[src/rtl/sb_pkg.sv]
package sb_pkg;
  // Strobes from the control half to the datapath half
  typedef struct packed {
    logic alloc;       // write offered operation into a free entry
    logic ctxInstall;  // replace the round-robin slot with offered function
  } sbStrobes_t;
endpackage

[src/rtl/sb_datapath.sv]
module sb_datapath
  import sb_pkg::*;
#(
  parameter int ADDR_W      = 16,
  parameter int LOG_W       = 4,
  parameter int NUM_ENTRIES = 4,
  parameter int NUM_UNITS   = 8,
  parameter int UNIT_W      = $clog2(NUM_UNITS),
  parameter int FUNC_W      = 4,
  parameter int NUM_FUNCS   = 14,
  parameter int NUM_CTX     = 4
) (
  input  logic                   clk,
  input  logic                   rst_n,
  input  logic [ADDR_W-1:0]      cpuAddr,
  input  logic [FUNC_W-1:0]      opFunc,
  input  logic [UNIT_W-1:0]      opUnit,
  input  logic [ADDR_W-1:0]      opSrcBase,
  input  logic [LOG_W-1:0]       opSrcLog,
  input  logic [ADDR_W-1:0]      opDstBase,
  input  logic [LOG_W-1:0]       opDstLog,
  input  logic [NUM_UNITS-1:0]   donePulse,
  input  sbStrobes_t             strobes,
  output logic                   cpuHitSrc,
  output logic                   cpuHitDst,
  output logic                   opDstHit,
  output logic                   opSrcHit,
  output logic                   tableFull,
  output logic                   unitBusy,
  output logic                   ctxHit,
  output logic                   funcDefined,
  output logic [NUM_ENTRIES-1:0] entryValid
);
  localparam int ENT_W = (NUM_ENTRIES > 1) ? $clog2(NUM_ENTRIES) : 1;
  localparam int CTX_W = (NUM_CTX > 1) ? $clog2(NUM_CTX) : 1;

  function automatic logic blocksMeet(input logic [ADDR_W-1:0] a, input logic [LOG_W-1:0] la,
                                      input logic [ADDR_W-1:0] b, input logic [LOG_W-1:0] lb);
    logic [LOG_W-1:0]  wider;
    logic [ADDR_W-1:0] keep;
    wider = (la > lb) ? la : lb;
    keep  = {ADDR_W{1'b1}} << wider;
    return ((a ^ b) & keep) == '0;
  endfunction

  // In-flight table
  logic [ADDR_W-1:0] srcBase [NUM_ENTRIES];
  logic [LOG_W-1:0]  srcLog  [NUM_ENTRIES];
  logic [ADDR_W-1:0] dstBase [NUM_ENTRIES];
  logic [LOG_W-1:0]  dstLog  [NUM_ENTRIES];
  logic [UNIT_W-1:0] unitOf  [NUM_ENTRIES];
  logic [NUM_ENTRIES-1:0] valid;

  logic [NUM_ENTRIES-1:0] cpuSrcVec, cpuDstVec, dstVsAnyVec, srcVsDstVec, busyVec;

  genvar g;
  generate
    for (g = 0; g < NUM_ENTRIES; g++) begin : gCompare
      assign cpuSrcVec[g]   = valid[g] && blocksMeet(cpuAddr, '0, srcBase[g], srcLog[g]);
      assign cpuDstVec[g]   = valid[g] && blocksMeet(cpuAddr, '0, dstBase[g], dstLog[g]);
      assign dstVsAnyVec[g] = valid[g] &&
                              (blocksMeet(opDstBase, opDstLog, dstBase[g], dstLog[g]) ||
                               blocksMeet(opDstBase, opDstLog, srcBase[g], srcLog[g]));
      assign srcVsDstVec[g] = valid[g] && blocksMeet(opSrcBase, opSrcLog, dstBase[g], dstLog[g]);
      assign busyVec[g]     = valid[g] && (unitOf[g] == opUnit);
    end
  endgenerate

  assign cpuHitSrc  = |cpuSrcVec;
  assign cpuHitDst  = |cpuDstVec;
  assign opDstHit   = |dstVsAnyVec;
  assign opSrcHit   = |srcVsDstVec;
  assign unitBusy   = |busyVec;
  assign tableFull  = &valid;
  assign entryValid = valid;

  logic [ENT_W-1:0] freeIdx;
  always_comb begin
    freeIdx = '0;
    for (int i = NUM_ENTRIES - 1; i >= 0; i--)
      if (!valid[i]) freeIdx = ENT_W'(i);
  end

  always_ff @(posedge clk) begin
    if (!rst_n) begin
      valid <= '0;
      for (int i = 0; i < NUM_ENTRIES; i++) begin
        srcBase[i] <= '0;
        srcLog[i]  <= '0;
        dstBase[i] <= '0;
        dstLog[i]  <= '0;
        unitOf[i]  <= '0;
      end
    end else begin
      for (int i = 0; i < NUM_ENTRIES; i++) begin
        if (valid[i] && donePulse[unitOf[i]]) valid[i] <= 1'b0;
        if (strobes.alloc && freeIdx == ENT_W'(i)) begin
          valid[i]   <= 1'b1;
          srcBase[i] <= opSrcBase;
          srcLog[i]  <= opSrcLog;
          dstBase[i] <= opDstBase;
          dstLog[i]  <= opDstLog;
          unitOf[i]  <= opUnit;
        end
      end
    end
  end

  // Resident function table with round-robin replacement
  logic [FUNC_W-1:0] residentFunc [NUM_CTX];
  logic [CTX_W-1:0]  rrPtr;

  always_comb begin
    ctxHit = 1'b0;
    for (int k = 0; k < NUM_CTX; k++)
      if (residentFunc[k] == opFunc) ctxHit = 1'b1;
  end

  assign funcDefined = opFunc < FUNC_W'(NUM_FUNCS);

  always_ff @(posedge clk) begin
    if (!rst_n) begin
      rrPtr <= '0;
      for (int k = 0; k < NUM_CTX; k++) residentFunc[k] <= FUNC_W'(k);
    end else if (strobes.ctxInstall) begin
      residentFunc[rrPtr] <= opFunc;
      rrPtr <= (rrPtr == CTX_W'(NUM_CTX - 1)) ? '0 : rrPtr + 1'b1;
    end
  end
endmodule

[src/rtl/sb_control.sv]
module sb_control
  import sb_pkg::*;
(
  input  logic       cpuValid,
  input  logic       cpuWrite,
  input  logic       opValid,
  input  logic       cpuHitSrc,
  input  logic       cpuHitDst,
  input  logic       opDstHit,
  input  logic       opSrcHit,
  input  logic       tableFull,
  input  logic       unitBusy,
  input  logic       ctxHit,
  input  logic       funcDefined,
  input  logic       ctxAck,
  output logic       cpuStall,
  output logic       opStall,
  output logic       opGrant,
  output logic       ctxReq,
  output sbStrobes_t strobes
);
  logic opBlocked;

  always_comb begin
    cpuStall  = cpuValid && (cpuHitDst || (cpuWrite && cpuHitSrc));
    opBlocked = opDstHit || opSrcHit || tableFull || unitBusy || !ctxHit || !funcDefined;
    opStall   = opValid && opBlocked;
    opGrant   = opValid && !opBlocked;
    ctxReq    = opValid && funcDefined && !ctxHit;
    strobes.alloc      = opGrant;
    strobes.ctxInstall = ctxReq && ctxAck;
  end
endmodule

[src/rtl/region_scoreboard.sv]
module region_scoreboard
  import sb_pkg::*;
#(
  parameter int ADDR_W      = 16,
  parameter int LOG_W       = 4,
  parameter int NUM_ENTRIES = 4,
  parameter int NUM_UNITS   = 8,
  parameter int UNIT_W      = $clog2(NUM_UNITS),
  parameter int FUNC_W      = 4,
  parameter int NUM_FUNCS   = 14,
  parameter int NUM_CTX     = 4
) (
  input  logic                 clk,
  input  logic                 rst_n,
  input  logic                 cpuValid,
  input  logic                 cpuWrite,
  input  logic [ADDR_W-1:0]    cpuAddr,
  output logic                 cpuStall,
  input  logic                 opValid,
  input  logic [FUNC_W-1:0]    opFunc,
  input  logic [UNIT_W-1:0]    opUnit,
  input  logic [ADDR_W-1:0]    opSrcBase,
  input  logic [LOG_W-1:0]     opSrcLog,
  input  logic [ADDR_W-1:0]    opDstBase,
  input  logic [LOG_W-1:0]     opDstLog,
  output logic                 opStall,
  output logic                 opGrant,
  input  logic [NUM_UNITS-1:0] donePulse,
  output logic                 ctxReq,
  output logic [FUNC_W-1:0]    ctxFunc,
  input  logic                 ctxAck
);
  sbStrobes_t strobes;
  logic cpuHitSrc, cpuHitDst, opDstHit, opSrcHit, tableFull, unitBusy, ctxHit, funcDefined;
  logic [NUM_ENTRIES-1:0] entryValid;

  sb_datapath #(
    .ADDR_W(ADDR_W), .LOG_W(LOG_W), .NUM_ENTRIES(NUM_ENTRIES), .NUM_UNITS(NUM_UNITS),
    .UNIT_W(UNIT_W), .FUNC_W(FUNC_W), .NUM_FUNCS(NUM_FUNCS), .NUM_CTX(NUM_CTX)
  ) uDatapath (
    .clk(clk), .rst_n(rst_n), .cpuAddr(cpuAddr), .opFunc(opFunc), .opUnit(opUnit),
    .opSrcBase(opSrcBase), .opSrcLog(opSrcLog), .opDstBase(opDstBase), .opDstLog(opDstLog),
    .donePulse(donePulse), .strobes(strobes), .cpuHitSrc(cpuHitSrc), .cpuHitDst(cpuHitDst),
    .opDstHit(opDstHit), .opSrcHit(opSrcHit), .tableFull(tableFull), .unitBusy(unitBusy),
    .ctxHit(ctxHit), .funcDefined(funcDefined), .entryValid(entryValid)
  );

  sb_control uControl (
    .cpuValid(cpuValid), .cpuWrite(cpuWrite), .opValid(opValid), .cpuHitSrc(cpuHitSrc),
    .cpuHitDst(cpuHitDst), .opDstHit(opDstHit), .opSrcHit(opSrcHit), .tableFull(tableFull),
    .unitBusy(unitBusy), .ctxHit(ctxHit), .funcDefined(funcDefined), .ctxAck(ctxAck),
    .cpuStall(cpuStall), .opStall(opStall), .opGrant(opGrant), .ctxReq(ctxReq),
    .strobes(strobes)
  );

  assign ctxFunc = opFunc;
endmodule

[config.mk]
export PLATFORM = sky130hd
export DESIGN_NAME = region_scoreboard
export DESIGN_NICKNAME = d
export VERILOG_FILES = /design/src/rtl/sb_pkg.sv /design/src/rtl/sb_datapath.sv /design/src/rtl/sb_control.sv /design/src/rtl/region_scoreboard.sv
export SDC_FILE = /design/constraint.sdc
export NUM_CORES = 1
export LEC_CHECK = 0
export BUFFER_PORTS_ARGS = -buffer_cell sky130_fd_sc_hd__buf_4
export CAP_MARGIN = 30
export CORE_AREA = 2 2 159 177
export CTS_CLUSTER_DIAMETER = 150
export DETAILED_ROUTE_END_ITERATION = 12
export DIE_AREA = 0 0 161 179
export PLACE_DENSITY = 0.81
export SLEW_MARGIN = 10
export SYNTH_ARGS = -nofsm -noshare
export SYNTH_HDL_FRONTEND = slang
export SYNTH_SLANG_ARGS = --single-unit
[constraint.sdc]
create_clock -name clk -period 8 [get_ports clk]
set_clock_uncertainty 0.1 [all_clocks]
set_input_delay 0 -clock clk [delete_from_list [all_inputs] [get_ports clk]]
set_output_delay 0 -clock clk [all_outputs]
set_load 0.01 [all_outputs]
==> impl_metrics.csv <==
group,metric,value,unit
routing,totalWireLength,63270,um
placed_design,dp_hpwl,44410,um
finish,fillers,2200,
synthesis,synth_ff_type,"edfxtp_1",
run_status,status,"completed",
cts,clock_sink_count,194,
critical_path,end_kind,"flop",
critical_path,crit_required,7.99,ns
sta,slew_viol_final,0,
routing,ant_nets,0,
critical_path,rr_endpoint,"uDatapath.srcBase[0][10]",
finish,multi_input_area,0.009998,mm^2
floorplan,num_rows,64,
min_path,min_path_type,"in2reg",
finish,seq_area,0.005766,mm^2
grt,grt_pass1_vias,14463,
routing,dr.pass1.iters,6,
synthesis,synth.most_common_cell,"edfxtp_1",
routing,wl_per_cell,29.28,um
synthesis,yosysSeqAreaShare,34.35,%
pwr,peakVddDrop,0.1413,mV
synthesis,post-synth-top-area-cell,"edfxtp_1",
floorplan,initial_core_util,61.65,%
critical_path,path_cells,"inv_1 -> ha_1 -> nor2b_1 -> o211ai_1 -> a21oi_2 -> mux2i_1 -> a2111oi_0 -> o31ai_1 -> nor4b_1 -> clkbuf_2 -> nor4_1 -> nand3_2 -> buf_4 -> o31ai_4 -> buf_4",
routing,via_count,15327,
synthesis,yosysUniqueCellTypes,93,
critical_path,cp-startpoint,"uDatapath.dstLog[0][1]",
floorplan,core_area,0.02723,mm^2
pwr,leakagePower,6.678,nW
sta,slew_headroom,26.58,%
cts,insertion_delay,0.46,ns
cts,htree_num_levels,4,
sta,fin_crit_sh,72.67,%
cts,cts.path.max_buffers,2,
sta,rsz0062_at_grt,"no",
synthesis,syn-num-nets,1923,
critical_path,crit_arrival,5.81,ns
critical_path,path_max_fanout,40,
finish,fin_nets,1910,
sta,setup_violations,0,
cts,cts_made_buffers,17,
synthesis,postSynthAreaPerCell,9.340,um^2
synthesis,synth_edf_count,188,
critical_path,cp-endpoint,"uDatapath.srcBase[0][10]",
finish,final_area,0.01799,mm^2
sta,holdWs,0.002272,ns
placed_design,dpl_cell_area,0.01729,mm^2
job,max_cap_violations,0,
finish,drive_above_1_share,11.74,%
critical_path,rrSetupSlack,2.19,ns
synthesis,netlist.area_leader.share,33.63,%
grt,grt_usage,43.63,%
synthesis,synthCells,1797,
grt,grt_start_max_net_pins,48,
cts,clk_pin_slew,0.08,ns
grt,overflow,0,
critical_path,r2r_cells,15,
sta,hold_viol_final,0,
placed_design,io_buffers,84,
critical_path,crit_buf_inv,4,
floorplan,ios,85,
synthesis,syn_area,0.01678,mm^2
critical_path,worstSetupPathType,"reg2reg",
critical_path,path_common_cell,"buf_4",
critical_path,start_kind,"flop",
synthesis,yosysWarnings,0,
critical_path,r2r_start,"uDatapath.dstLog[0][1]",
grt,grt_pass1_wl,91360,um
cts,cts_tree,"built",
sta,max_freq,172.0,MHz
sta,layout_min_cycle_time,5.813,ns
routing,drt_iter0_markers,2274,
critical_path,crit_cells,15,
routing,post-route-drc-count,0,
pwr,power.density,160.4,mW/mm^2
cts,cts_setup_buffers,0,
synthesis,ys_ff_latch,194,
synthesis,synthTopCellsByArea,"edfxtp_1, xnor2_1, xor2_1, ha_1, mux2i_1",
sta,tns,0,ns
critical_path,slowest_delay,0.57,ns
grt,antenna_found_initial,2,
finish,area_growth,7.179,%
cts,root_buffer,"clkbuf_16",
placed_design,finalWeightedCongestion,1.073,
synthesis,async_reset_ff_share,0,%
floorplan,dieWidth,161,um
floorplan,dieArea,0.02882,mm^2
critical_path,crit_slowest_cell,"edfxtp_1",
critical_path,critPathTopFamily,"compound AO/OA/AOI/OAI gates",
sta,worstMarginPinSlew,1.087,ns
synthesis,synth_common_cells,"edfxtp_1, xnor2_1, xor2_1, nor2_1, inv_1",
floorplan,die_y,179,um
routing,viasPerCell,7.093,
metal layers:
metal	GRT usage (%)	wire (um)	up-vias
li1	-	-	6458
met2	64.81	26410	1333
met3	13.49	9538	338
met5	0	19	-
met1	55.23	22410	7196
met4	28.31	4891	2
kinds of logic after synthesis:
group           Yosys count  share of synthesized area [%]
flops                   194                          34.35
mux                      72                          4.950
buf+inv                 233                          6.381
simple gates            521                          16.42
compound gates          369                          15.43
xor+xnor                349                          18.21
fa+ha+maj                59                          4.256
state kept, by name, indices dropped and copies added (netlist names):
register,flops
uDatapath.dstBase,64
uDatapath.dstLog,16
uDatapath.entryValid,4
uDatapath.residentFunc,16
uDatapath.rrPtr,2
uDatapath.srcBase,64
uDatapath.srcLog,16
uDatapath.unitOf,12
through the flow:
step	cells	setup slack, ns	power (mW)	utilization, %
final	2161	2.187	2.886	66.08
after global routing	2160	1.932	2.954	66.07
after CTS	2159	2.413	2.842	66.05
after detailed placement	2113	2.430	2.021	63.50
after global placement	2111	2.447	2.007	63.40
after floorplan	1797	1.207	1.794	-
placed cells by master, fill, tap and decap left out, types with 26 or more instances in the layout:
cell | Yosys | final
xnor2_1 | 178 | 178
nand4_1 | 26 | 26
xor2_1 | 171 | 171
nand2_1 | 84 | 84
o21ai_0 | 69 | 66
nor3_1 | 73 | 73
nor3_2 | 31 | 31
inv_1 | 86 | 86
buf_4 | 19 | 95
nor2_1 | 152 | 152
a21oi_1 | 83 | 83
mux2i_1 | 59 | 59
ha_1 | 49 | 49
o211ai_1 | 30 | 30
nand3_1 | 39 | 39
edfxtp_1 | 188 | 188
layout make-up:
class / count / area share, %
Clock inverter: 13 / 0.6677
Inverter: 90 / 1.878
Multi-Input combinational cell: 1370 / 55.58
Tap cell: 363 / 2.525
Clock buffer: 19 / 2.406
Sequential cell: 194 / 32.05
Antenna cell: 1 / 0.01391
Timing Repair Buffer: 111 / 4.882
worst register-to-register path, stage by stage (launching register included):
cell and delay [ns]:
edfxtp_1 0.57, inv_1 0.19, ha_1 0.34, nor2b_1 0.14, o211ai_1 0.11, a21oi_2 0.57
mux2i_1 0.49, a2111oi_0 0.14, o31ai_1 0.34, nor4b_1 0.11, clkbuf_2 0.18, nor4_1 0.27
nand3_2 0.51, buf_4 0.45, o31ai_4 0.38, buf_4 0.55
power by group:
part,internal (mW),total [mW],switching (mW)
sequential,1.16,1.24,0.0763
combinational,0.293,0.806,0.513
clock,0.409,0.841,0.432
total,1.86,2.89,1.02
worst min path at each step:
| stage | start | endpoint | slack [ns] | cells after the start |
|---|---|---|---|---|
| 2_1_floorplan | opFunc[0] | ctxFunc[0] | -0.008 | 1 |
| 3_3_place_gp | opFunc[0] | ctxFunc[0] | 0.19 | 2 |
| 3_5_place_dp | opFunc[0] | ctxFunc[0] | 0.19 | 2 |
| 4_1_cts | donePulse[2] | uDatapath.entryValid[3] | 0.004 | 5 |
| 5_1_grt | opSrcBase[11] | uDatapath.srcBase[3][11] | 0.04 | 3 |
| 6_report | donePulse[2] | uDatapath.entryValid[3] | 0.002 | 5 |
what timing repair did:
item / in CTS / in global routing
gates resized for setup: 0 / 0
hold endpoints to repair: 55 / 0
hold buffers: 14 / 0
Note: power is estimated with default switching activity, not from simulation.
